**src/rtl/sector_guard.sv**
```systemverilog
module sector_guard #(
  parameter int SECTORS = 64,
  parameter int SW      = $clog2(SECTORS)
) (
  input  logic          clk,
  input  logic          rst_n,
  input  logic          wp_n,
  input  logic          wel,
  input  logic          cmd_prot,
  input  logic          cmd_unprot,
  input  logic [SW-1:0] cmd_sec,
  input  logic          sr_wr,
  input  logic          sr_lock,
  input  logic [3:0]    sr_gbits,
  input  logic [SW-1:0] q_sec,
  input  logic          q_chip,
  output logic          q_prot,
  output logic          q_allow,
  output logic [1:0]    summary,
  output logic          locked,
  output logic          wel_clr
);
  logic [SECTORS-1:0] prot;

  wire g_all  = &sr_gbits;
  wire g_none = ~|sr_gbits;
  wire any_req = sr_wr | cmd_prot | cmd_unprot;

  always_ff @(posedge clk or negedge rst_n) begin
    if (!rst_n) begin
      prot    <= '1;
      locked  <= 1'b0;
      wel_clr <= 1'b0;
    end else begin
      wel_clr <= wel & any_req;
      if (wel && sr_wr) begin
        locked <= (locked & ~wp_n) | sr_lock;
        if (!locked) begin
          if (g_all)       prot <= '1;
          else if (g_none) prot <= '0;
        end
      end else if (wel && !locked && cmd_prot) begin
        prot[cmd_sec] <= 1'b1;
      end else if (wel && !locked && cmd_unprot) begin
        prot[cmd_sec] <= 1'b0;
      end
    end
  end

  assign q_prot  = prot[q_sec];
  assign q_allow = q_chip ? ~|prot : ~prot[q_sec];
  assign summary = (&prot) ? 2'b11 : (|prot) ? 2'b01 : 2'b00;
endmodule


```
**config.mk**
```make
export PLATFORM = sky130hd
export DESIGN_NAME = sector_guard
export DESIGN_NICKNAME = d
export VERILOG_FILES = /design/src/rtl/sector_guard.sv
export SDC_FILE = /design/constraint.sdc
export NUM_CORES = 1
export LEC_CHECK = 0
export BUFFER_PORTS_ARGS = -buffer_cell sky130_fd_sc_hd__buf_4
export CAP_MARGIN = 20
export CORE_ASPECT_RATIO = 2
export CORE_UTILIZATION = 61
export CTS_CLUSTER_SIZE = 40
export DETAILED_ROUTE_END_ITERATION = 6
export PLACE_DENSITY_LB_ADDON = 0.08
export SLEW_MARGIN = 0
export SYNTH_ARGS = -nofsm -noshare
export SYNTH_HDL_FRONTEND = slang
export SYNTH_SLANG_ARGS = --single-unit
```
**constraint.sdc**
```tcl
create_clock -name clk -period 2 [get_ports clk]
set_input_delay 0.2 -clock clk [delete_from_list [all_inputs] [get_ports clk]]
set_output_delay 0.2 -clock clk [all_outputs]
set_load 0.02 [all_outputs]
```
==> metrics <==
area of the mapped netlist 4587 µm²; crit path kind reg -> out; failing checks negative setup slack; first-pass GRT wire length about 24,000 µm; Data arrival, critical path 2360 ps; DP HPWL 9860 µm; CTS sink count 66; largest net degree at the start of global routing 65; Detail Route Antenna Nets 0; share of the synthesized area in the top cell type between 30 and 40%; Max Slew Vio Count 0; Post-Syn Nets around 530; n_diodes 0; reg2reg path depth 5; HP Class in -> reg; all-layer global routing usage 39.58%; drt first-iter violations 476; # H-tree levels 3; nets@finish 598; hold depth 2; Final Skew 4.022 ps; period utilization 128.0%; IO Pins 31; Max VDD drop 0.0008761 V; Crit path required time about 1800 ps; die area 7891 µm²; height of the die 124.6 µm; Max-Cap Viols 0; CTS clk-pin slew, worst paths 50 ps; Placer Congestion 0.9030; synthesized instance count 502; Final Hold Fails 0; largest area contributor in the netlist dfstp_2; Vias 4,880; CP endpoint kind output port; CTS tree yes; setup_tns -1487 ps; crit path max fanout 2; final wirelength 15,240 µm; fmax 390.5 MHz; Root Driver clkbuf_16; total power roughly 6.5 mW; routed vias/inst 7.305; RSZ-0062 raised after global routing true; sequential share of the synthesized area 37.75%; GRT overflow 0; clock buffer count from CTS 9; power density cells 1090 nW/µm²; Initial Util 63.12%; Leak 2.144 nW; Die W ~63 µm; first drt pass iteration count 6; status finished, violations left; synth top area cells dfstp_2, o21a_1, a31oi_1; layout cell share with drive strength beyond 1 about two fifths; Final setup viols 4; startpoint types flop; synth-to-layout area growth 29.16%; vias in the first global route approximately 4,800; CTS Buffer Depth 2; Syn Area/Cell around 9.1 µm²; Final Util around four fifths; Hold WS approximately 130 ps; initial antenna violation count 0; wire per inst 22.81 µm; Slew Limit Headroom 55.41%; Core Area between 7000 and 8000 µm²; Setup WS pre-CTS -286.6 ps; setup ws final -560.8 ps; Netlist cell types 38; Fill cells 469; DRC errors left 0; pin slew with the least headroom to its limit 668.9 ps; Yosys reg bits 66; number of synthesis warnings 0; Min Clock Period, post-route between 2000 and 3000 ps; clock latency on the worst-skew pair ~330 ps; std cell rows 44; # port buffers 30
worst max-delay path: stages (launching register included):
cell,delay (ps)
dfstp_2,370
nor4_2,350
nand4_1,190
or4_4,600
and2_4,170
a221oi_4,190
buf_6,150
where the power goes:
group	internal [mW]	switching, mW
logic	1.23	1.10
clock network	0.943	0.551
registers	2.16	0.481
stage by stage:
| stage | instance area [µm²] | cells |
|---|---|---|
| after floorplan | 4613 | 502 |
| after global placement | 5439 | 652 |
| after detailed placement | 5439 | 652 |
| after CTS | 5866 | 667 |
| after global routing | 5924 | 668 |
| final | 5924 | 668 |
final timing paths:
path                       startpoint                          to  slack, ps
hold / removal                sr_lock                      locked        130
hold reg to reg                  flop                        flop        540
setup reg to reg               locked                        flop        160
max in group asynchronous       rst_n  asynchronous set/reset pin        920
setup / recovery                 flop                     q_allow       -560
min in group asynchronous       rst_n                      locked        410
cells by family after synthesis:
family / after synthesis / share of synthesized area [%]
compound gates: 272 / 36.44
flops: 66 / 37.75
buf+inv: 59 / 5.592
simple gates: 81 / 10.80
mux: 24 / 9.411
cell type report:
class                           count  area [µm²]  share of cell area (%)
Clock buffer                       10       229.0                   3.865
Sequential cell                    66        1732                   29.23
Clock inverter                      4       45.04                  0.7603
Multi-Input combinational cell    377        2800                   47.27
Inverter                            7       26.28                  0.4435
Timing Repair Buffer              112       977.2                   16.49
Tap cell                           92       115.1                   1.943
synthesized netlist by cell type (all sizes together):
cell type and count:
clkbuf 30, or3b 3, dfrtp 2, a21oi 64, mux2i 9, and4 1
a221oi 2, nand2 8, a2111oi 1, or4 2, nand3b 8, a32o 1
mux4 13, a31oi 66, o21a 64, or3 2, o31ai 2, buf 22
nor4bb 1, nor4 20, a22oi 1, nand3 6, nor2b 2, a311oi 5
o21ai 64, or2 1, a21o 1, and2 1, mux2 2, inv 7
nand4 22, dfstp 64, nor2 4, a2bb2oi 1
routing by layer:
layer	up-vias	share of wire [%]	track usage, %
met5	-	0	0
met4	0	5.1	23.80
met3	69	7.8	6.319
met2	321	51	66.29
met1	2351	36	46.67
li1	2139	-	-
cells in the final DEF (no fill, tap or decap), types with 2 or more instances in the layout:
cell / instances
buf_4: 94
a31oi_1: 66
o21ai_0: 64
o21a_1: 64
a21oi_1: 64
dfstp_2: 64
nand4_1: 22
nor4_2: 10
clkbuf_16: 9
buf_6: 9
mux4_2: 8
mux2i_1: 8
nand3b_1: 8
nand2_1: 8
buf_12: 8
nor4_1: 7
inv_1: 7
nand3_1: 6
mux4_1: 5
nor2_1: 4
nor4_4: 3
a311oi_2: 3
or3b_2: 3
clkinv_2: 3
nor2b_1: 2
a221oi_4: 2
or3_1: 2
dfrtp_1: 2
timing repair:
| item | 4_1_cts | 5_1_grt |
|---|---|---|
| buffers inserted | 1 | 1 |
| hold buffers | 1 | 0 |
| endpoints found under the setup margin | 4 | 6 |
| pin swaps | 13 | 4 |
| resized for setup | 26 | 7 |
| hold endpoints to repair | 2 | 0 |
Power figures use the tool's default switching activity.
